[config.mk]
export PLATFORM = sky130hd
export DESIGN_NAME = irq_dest_mask_gen
export DESIGN_NICKNAME = d
export VERILOG_FILES = /design/src/rtl/irq_dest_pkg.sv /design/src/rtl/irq_dest_ctrl.sv /design/src/rtl/irq_dest_datapath.sv /design/src/rtl/irq_dest_mask_gen.sv
export SDC_FILE = /design/constraint.sdc
export NUM_CORES = 1
export LEC_CHECK = 0
export ABC_AREA = 1
export ABC_CLOCK_PERIOD_IN_PS = 820
export BUFFER_PORTS_ARGS = -buffer_cell sky130_fd_sc_hd__buf_2
export CORE_AREA = 2 2 77 94
export CTS_CLUSTER_SIZE = 8
export DETAILED_ROUTE_END_ITERATION = 10
export DIE_AREA = 0 0 79 96
export PLACE_DENSITY = 0.82
export SLEW_MARGIN = 40
export SYNTH_ARGS = -nofsm -noshare
export SYNTH_HDL_FRONTEND = slang
export SYNTH_SLANG_ARGS = --single-unit
[constraint.sdc]
create_clock -name clk -period 0.82 [get_ports clk]
set_input_delay 0.082 -clock clk [delete_from_list [all_inputs] [get_ports clk]]
set_output_delay 0.082 -clock clk [all_outputs]
set_load 0.05 [all_outputs]
[src/rtl/irq_dest_pkg.sv]
package irq_dest_pkg;

  typedef enum logic [1:0] {
    SH_DEST     = 2'd0,
    SH_SELF     = 2'd1,
    SH_ALL      = 2'd2,
    SH_ALL_OTHR = 2'd3
  } shorthand_e;

  localparam logic [3:0] MODEL_FLAT    = 4'hF;
  localparam logic [3:0] MODEL_CLUSTER = 4'h0;
  localparam logic [7:0] DEST_BCAST    = 8'hFF;

  typedef struct packed {
    logic load;
    logic lowPri;
  } dest_strobe_t;

endpackage

[src/rtl/irq_dest_ctrl.sv]
module irq_dest_ctrl
  import irq_dest_pkg::*;
(
  input  logic         clk,
  input  logic         rstN,
  input  logic         msgValid,
  input  logic         msgLowPri,
  output dest_strobe_t strobe,
  output logic         maskValid
);

  always_comb begin
    strobe.load   = msgValid;
    strobe.lowPri = msgLowPri;
  end

  always_ff @(posedge clk or negedge rstN) begin
    if (!rstN) maskValid <= 1'b0;
    else       maskValid <= msgValid;
  end

endmodule

[src/rtl/irq_dest_datapath.sv]
module irq_dest_datapath
  import irq_dest_pkg::*;
#(
  parameter int NUM_UNITS = 8,
  parameter int IDX_W     = (NUM_UNITS > 1) ? $clog2(NUM_UNITS) : 1
) (
  input  logic                   clk,
  input  logic                   rstN,
  input  dest_strobe_t           strobe,
  input  logic [7:0]             msgDest,
  input  logic                   msgLogical,
  input  logic [1:0]             msgShort,
  input  logic [IDX_W-1:0]       msgSender,
  input  logic [NUM_UNITS*8-1:0] unitPhysId,
  input  logic [NUM_UNITS*8-1:0] unitLogDest,
  input  logic [NUM_UNITS*4-1:0] unitModel,
  output logic [NUM_UNITS-1:0]   targetMask,
  output logic                   selValid,
  output logic [IDX_W-1:0]       selIdx
);

  logic [NUM_UNITS-1:0] addrMatch;
  logic [NUM_UNITS-1:0] isSender;
  logic [NUM_UNITS-1:0] nextMask;
  logic [IDX_W-1:0]     lowIdx;
  logic                 anyHit;

  for (genvar u = 0; u < NUM_UNITS; u++) begin : g_unit
    logic [7:0] pid;
    logic [7:0] ldest;
    logic [3:0] model;
    logic       physHit;
    logic       flatHit;
    logic       clusHit;

    assign pid     = unitPhysId[u*8 +: 8];
    assign ldest   = unitLogDest[u*8 +: 8];
    assign model   = unitModel[u*4 +: 4];
    assign physHit = (msgDest == DEST_BCAST) || (msgDest == pid);
    assign flatHit = (model == MODEL_FLAT) && (|(msgDest & ldest));
    assign clusHit = (model == MODEL_CLUSTER) &&
                     (msgDest[7:4] == ldest[7:4]) &&
                     (|(msgDest[3:0] & ldest[3:0]));
    assign addrMatch[u] = msgLogical ? (flatHit || clusHit) : physHit;
    assign isSender[u]  = (msgSender == IDX_W'(u));
  end

  always_comb begin
    unique case (shorthand_e'(msgShort))
      SH_DEST:     nextMask = addrMatch;
      SH_SELF:     nextMask = isSender;
      SH_ALL:      nextMask = '1;
      SH_ALL_OTHR: nextMask = ~isSender;
      default:     nextMask = '0;
    endcase
  end

  always_comb begin
    lowIdx = '0;
    for (int i = NUM_UNITS - 1; i >= 0; i--) begin
      if (nextMask[i]) lowIdx = IDX_W'(i);
    end
    anyHit = |nextMask;
  end

  always_ff @(posedge clk or negedge rstN) begin
    if (!rstN) begin
      targetMask <= '0;
      selValid   <= 1'b0;
      selIdx     <= '0;
    end else if (strobe.load) begin
      targetMask <= nextMask;
      selValid   <= strobe.lowPri && anyHit;
      selIdx     <= lowIdx;
    end else begin
      selValid   <= 1'b0;
    end
  end

endmodule

[src/rtl/irq_dest_mask_gen.sv]
module irq_dest_mask_gen
  import irq_dest_pkg::*;
#(
  parameter int NUM_UNITS = 8,
  parameter int IDX_W     = (NUM_UNITS > 1) ? $clog2(NUM_UNITS) : 1
) (
  input  logic                   clk,
  input  logic                   rstN,
  input  logic                   msgValid,
  input  logic [7:0]             msgDest,
  input  logic                   msgLogical,
  input  logic [1:0]             msgShort,
  input  logic [IDX_W-1:0]       msgSender,
  input  logic                   msgLowPri,
  input  logic [NUM_UNITS*8-1:0] unitPhysId,
  input  logic [NUM_UNITS*8-1:0] unitLogDest,
  input  logic [NUM_UNITS*4-1:0] unitModel,
  output logic                   maskValid,
  output logic [NUM_UNITS-1:0]   targetMask,
  output logic                   selValid,
  output logic [IDX_W-1:0]       selIdx
);

  dest_strobe_t strobe;

  irq_dest_ctrl u_ctrl (
    .clk       (clk),
    .rstN      (rstN),
    .msgValid  (msgValid),
    .msgLowPri (msgLowPri),
    .strobe    (strobe),
    .maskValid (maskValid)
  );

  irq_dest_datapath #(
    .NUM_UNITS (NUM_UNITS),
    .IDX_W     (IDX_W)
  ) u_dp (
    .clk         (clk),
    .rstN        (rstN),
    .strobe      (strobe),
    .msgDest     (msgDest),
    .msgLogical  (msgLogical),
    .msgShort    (msgShort),
    .msgSender   (msgSender),
    .unitPhysId  (unitPhysId),
    .unitLogDest (unitLogDest),
    .unitModel   (unitModel),
    .targetMask  (targetMask),
    .selValid    (selValid),
    .selIdx      (selIdx)
  );

endmodule

==> impl_results.md, run 1 <==
- Layout cells sized above 1: 0.508
- Main combinational cell family by area after synthesis: simple AND/OR/NAND/NOR gates
- Share of flip-flops with an asynchronous set or reset: 1.00
- Busiest grt layer: met2
- Area Overhead vs Synth: 82.7%
- Slew @ Worst Pin: 0.380 ns
- Overall Global Routing Usage: 0.290
- Root Driver: clkbuf_8
- Placed inst area: 4600 um2
- Hold path startpoint: msgLowPri
- Global routing usage on met1: 0.293
- Sequential area share after synthesis: 0.113
- Mean post-synth cell area: 6.09 um2
- EDFF count, synth: 0
- DP Cell Count: 779
- Synthesis-stage register bit count: 13
- First-pass DRT Iterations: 4
- Unrepaired setup endpoints after global routing: true
- Final Hold Fails: 0
- Post-Synthesis Cells: 473
- GR Util met2: 0.611
- Final GP Congestion: 0.935
- Most frequent cells in the layout: buf_2 (169), nand2_1 (152), nor2_1 (55), buf_4 (34), buf_6 (27)
- Dpl hpwl: 9140 um
- VDD IR-drop max: 877 uV
- CTS Sinks: 13
- Vias in the first global route: 3,948
- Final instance area: 5270 um2
- Setup-failing EPs final: 25
- Setup slack, reg-to-reg: 0.03 ns
- Max-slew headroom: 0.744
- Yosys cell types: 39
- Vias per cell: 5.04
- Setup ws final: -0.719 ns
- Wire length per cell: 15.0 um
- Final Instance Count excl. Fillers: 798
- CP Launch Point: msgDest[5]
- Core area: 6690 um2
- Highest clock rate: 650 MHz
- Final antenna-violating net count: 0
- Cell Area, Synth: 2880 um2
- Part of the cycle the worst path needs: 1.88
- Skew final: 0 ns
- Antenna violations before repair: 1
- Adder-Cell Fraction of Synth Area: 0.139
- Total negative slack: -7.25 ns
- Static Leak: 2.63 nW
- Synth Area in Compound Gates: 0.0538
- FF-to-FF Start: u_dp.targetMask[5]
- Vias: 4,024
- CTS Buf Count: 3
- Row cnt: 33
- YS warnings: 0
- Die Height: 96 um
- Critical path class: input pin to flop
- Synth Area in XOR/XNOR: 0.146
- Max-cap violations: 0
- Pwr Density: 796 nW/um2
- Worst-path maximum fanout: 7
- Fillers: 485
- Hold WC Path Type: input pin to flop
- Port buffer count: 190
- Overall die width: 79 um
- Largest net degree at the start of global routing: 15
- Routed WL: 11,900 um
- Iter 0 DRT Violations: 80
- CP startpoint kind: input pin
- Max clock buf depth: 2
- Overall power: 4.19 mW
- Die ar.: 7580 um2
- Clk_lat worst skew: 0.23 ns
- Pre-CTS setup slack: -0.963 ns
- Ports: 191
- Crit end category: flop
- Crit path DAT: 1.66 ns
- DRC errors left: 0
- First-pass GRT wire length: 17,300 um
- Status: finished with violations
- Failing checks: setup timing
- Top_reg_cell synth: dfrtp_1
- CP required: 0.94 ns
- Fin crit period: 1.54 ns
- GR Util met3: 0.0253
- Final net count: 921
- CTS tree: done
- Initial Utilization: 0.431
- H-tree level count: 1
- Synthesized Nets: 683
- Post-synthesis simple-gate area fraction: 0.471
- Total grt overflow: 0
- Multiplexer fraction of the synthesized cell area: 0
- Worst-path clk slew: 0.05 ns
- Slew Limit Fails: 0
- Commonest non-fill, non-tap cell in the layout: buf_2
power by group:
part | internal (mW) | switching, mW | total, mW
sequential | 0.706 | 0.0502 | 0.756
clock | 0.341 | 0.200 | 0.541
combinational | 1.43 | 1.47 | 2.90
kinds of logic (layout without fill, tap and decap cells):
logic type / Yosys count / count (layout)
and+or+nand+nor: 310 / 310
xor gates and xnor gates: 48 / 48
buffers and inverters: 45 / 282
adders and majority gates: 32 / 32
AOI/OAI and AO/OA: 25 / 25
DFF: 13 / 13
other: 0 / 1
final timing paths:
path | to | cells after the start
max reg2reg | u_dp.targetMask[5] | 3
min | u_dp.selValid | 3
min in group asynchronous | u_dp.selIdx[2] | 2
max in group asynchronous | u_ctrl.maskValid | 2
max | u_dp.selIdx[0] | 19
min reg2reg | u_dp.targetMask[6] | 2
synthesized netlist by cell type (all sizes together), types with 6 or more instances:
cell	instances	share of area
nand2	165	0.22
buf	11	0.033
nand3	22	0.040
nor3	9	0.025
inv	30	0.039
xor2	16	0.049
nand4	16	0.035
ha	32	0.14
or2	18	0.039
nor4	6	0.013
nor2	71	0.096
xnor2	32	0.097
dfrtp	13	0.11
o21ai	15	0.026
flip-flops by register name, indices dropped and copies added, names as in the netlist:
| name | count |
|---|---|
| u_dp.targetMask | 8 |
| u_dp.selIdx | 3 |
| u_dp.selValid | 1 |
| u_ctrl.maskValid | 1 |
area by class of cell:
cell class / count / area [um2] / share of cell area
Multi-Input combinational cell: 415 / 2970 / 0.563
Tap cell: 87 / 109 / 0.0207
Clock buffer: 4 / 45.0 / 0.00855
Sequential cell: 13 / 325 / 0.0618
Antenna cell: 1 / 2.50 / 0.000475
Timing Repair Buffer: 245 / 1690 / 0.321
Inverter: 33 / 128 / 0.0242
worst max-delay path: stages:
cell and delay (ns):
buf_8 0.12, buf_12 0.14, ha_4 0.15, nor2_2 0.11, nand2_1 0.08, nand2_1 0.10, nand2_1 0.08, o21ai_2 0.08
nand2_1 0.08, nand3_1 0.08, nand2_1 0.07, inv_2 0.10, nand2_1 0.06, nand2_1 0.06, nand2_1 0.05, nand2_1 0.05
nand2_1 0.05, nand2_1 0.07, nand2_1 0.06
metal layers:
layer  up-vias  wire, um
li1       2006         -
met3        26       654
met4         0       297
met1      1817      4260
met5         -         0
met2       175      6730
through the flow:
stage	util	hold WS, ns
finish	0.788	0.0769
global route	0.788	0.0892
CTS	0.755	0.0782
detailed placement	0.687	-0.0219
global placement	0.687	-0.0264
floorplan	-	-0.214
timing repair:
action                                  in CTS  in global routing
hold buffers                                 1                  0
endpoints found under the hold margin       13                  0
cloned                                       1                  0
setup buffers                                9                  5
endpoints found under the setup margin      25                 25
pin swaps                                   46                 58
gates resized for setup                     81                 44
No activity file was read; power rests on OpenSTA's default activity.
==> inputs of run 2 (changes only) <==
Settings changed: BUFFER_PORTS_ARGS -buffer_cell sky130_fd_sc_hd__buf_2 to -buffer_cell sky130_fd_sc_hd__buf_4.
==> impl_results.md, run 2 (synthesis results as in run 1) <==
- Area Overhead vs Synth: 98.1%
- Crit end category: flop
- Clk_lat worst skew: 0.24 ns
- Total grt overflow: 0
- Top reg by flops: u_dp.targetMask
- Most frequent cells in the layout: buf_4 (198), nand2_1 (148), nor2_1 (54), buf_6 (32), xnor2_1 (26)
- CTS Sinks: 13
- Setup ws final: -0.797 ns
- CTS tree: done
- Top Registers: u_dp.targetMask: 8 flops, u_dp.selIdx: 3 flops
- Max-slew headroom: 0.747
- Min Hold Slack: 0.0639 ns
- Wire length per cell: 16.3 um
- Busiest grt layer: met2
- Max-cap violations: 0
- Commonest non-fill, non-tap cell in the layout: buf_4
- Routed WL: 13,000 um
- Dpl hpwl: 9910 um
- Ports: 191
- Final GP Congestion: 0.893
- Status: finished with violations
- Root Driver: clkbuf_8
- Die Height: 96 um
- Failing checks: setup timing
- Unrepaired setup endpoints after global routing: true
- CTS Buf Count: 3
- Max reg flops: 8
- Iter 0 DRT Violations: 133
- Overall Global Routing Usage: 0.318
- First-pass DRT Iterations: 4
- Static Leak: 2.76 nW
- Worst-path maximum fanout: 7
- Vias in the first global route: 4,345
- Slew Limit Fails: 0
- Core area: 6690 um2
- Skew final: 0 ns
- CP required: 1.00 ns
- Fin crit period: 1.62 ns
- Final antenna-violating net count: 0
- Worst-path clk slew: 0.05 ns
- VDD IR-drop max: 768 uV
- Part of the cycle the worst path needs: 1.97
- Register area: 325 um2
- GR Util met3: 0.0563
- Footprint of the multi-input gates: 2990 um2
- Pwr Density: 791 nW/um2
- Final Hold Fails: 0
- Final net count: 921
- Row cnt: 33
- Setup-failing EPs final: 25
- Fillers: 409
- ANT cells: 0
- Die ar.: 7580 um2
- Vias per cell: 5.20
- Initial Utilization: 0.431
- Antenna violations before repair: 0
- Max clock buf depth: 2
- Slew @ Worst Pin: 0.377 ns
- Overall power: 4.52 mW
- H-tree level count: 1
- Overall die width: 79 um
- Hold WC Path Type: input pin to flop
- Global routing usage on met1: 0.308
- Port buffer count: 190
- GR Util met2: 0.636
- Crit path DAT: 1.80 ns
- Vias: 4,146
- Largest net degree at the start of global routing: 16
- CP startpoint kind: input pin
- Layout cells sized above 1: 0.515
- Critical path class: input pin to flop
- First-pass GRT wire length: 19,000 um
- Highest clock rate: 618 MHz
- DRC errors left: 0
run 2: worst max-delay path: stages:
cell and delay [ns]:
buf_12 0.12, buf_12 0.14, buf_4 0.15, xnor2_1 0.29
nand2_1 0.10, nor2_1 0.09, nand2_1 0.06, nand2_1 0.07
nand3_2 0.12, nand2_4 0.12, nand2_2 0.06, nand2_2 0.07
nand2_2 0.04, nand2_1 0.05, nand2_1 0.06, nand2_1 0.06
nand2_1 0.05, nand2_1 0.06
run 2: path summary, 6_finish.rpt:
kind,from,to,slack (ns),cells after the start
worst min register to register,u_dp.targetMask[1],u_dp.targetMask[1],0.52,2
worst min-delay path,msgLowPri,u_dp.selValid,0.06,3
worst max-delay path,msgDest[5],u_dp.selIdx[0],-0.80,18
min in group asynchronous,rstN,u_dp.selIdx[2],0.22,2
max in group asynchronous,rstN,u_ctrl.maskValid,0.44,2
worst max register to register,u_dp.targetMask[6],u_dp.targetMask[6],0.05,3
run 2: power breakdown:
part / total [mW] / switching, mW / internal, mW
sequential: 0.754 / 0.0495 / 0.705
combinational: 3.20 / 1.52 / 1.68
clock: 0.566 / 0.223 / 0.343
total: 4.52 / 1.79 / 2.72
run 2: per-layer routing:
| metal | up-vias | wire (um) |
|---|---|---|
| met4 | 0 | 565 |
| met3 | 46 | 781 |
| met5 | - | 0 |
| li1 | 2002 | - |
| met2 | 193 | 7110 |
| met1 | 1905 | 4560 |
run 2: through the flow:
stage	instance area, um2	cells	setup TNS (ns)	worst slack (ns)	utilization
final	5710	797	-7.45	-0.797	0.854
after detailed placement	4990	773	-10.16	-1.00	0.746
after global routing	5710	797	-8.63	-0.869	0.854
after global placement	4990	773	-9.53	-0.943	0.746
after floorplan	3270	473	-3.54	-0.492	-
after CTS	5480	792	-6.57	-0.682	0.819
run 2: layout make-up:
type,instances,area share
Clock buffer,4,0.00789
Inverter,33,0.0228
Multi-Input combinational cell,415,0.523
Sequential cell,13,0.0570
Tap cell,87,0.0191
Timing Repair Buffer,245,0.371
run 2: timing repair:
item | in CTS | in global routing
setup endpoints to repair | 25 | 25
buffers inserted | 18 | 8
hold buffers | 1 | 0
gates resized for setup | 79 | 50
pin swaps | 63 | 63
hold endpoints to repair | 13 | 0
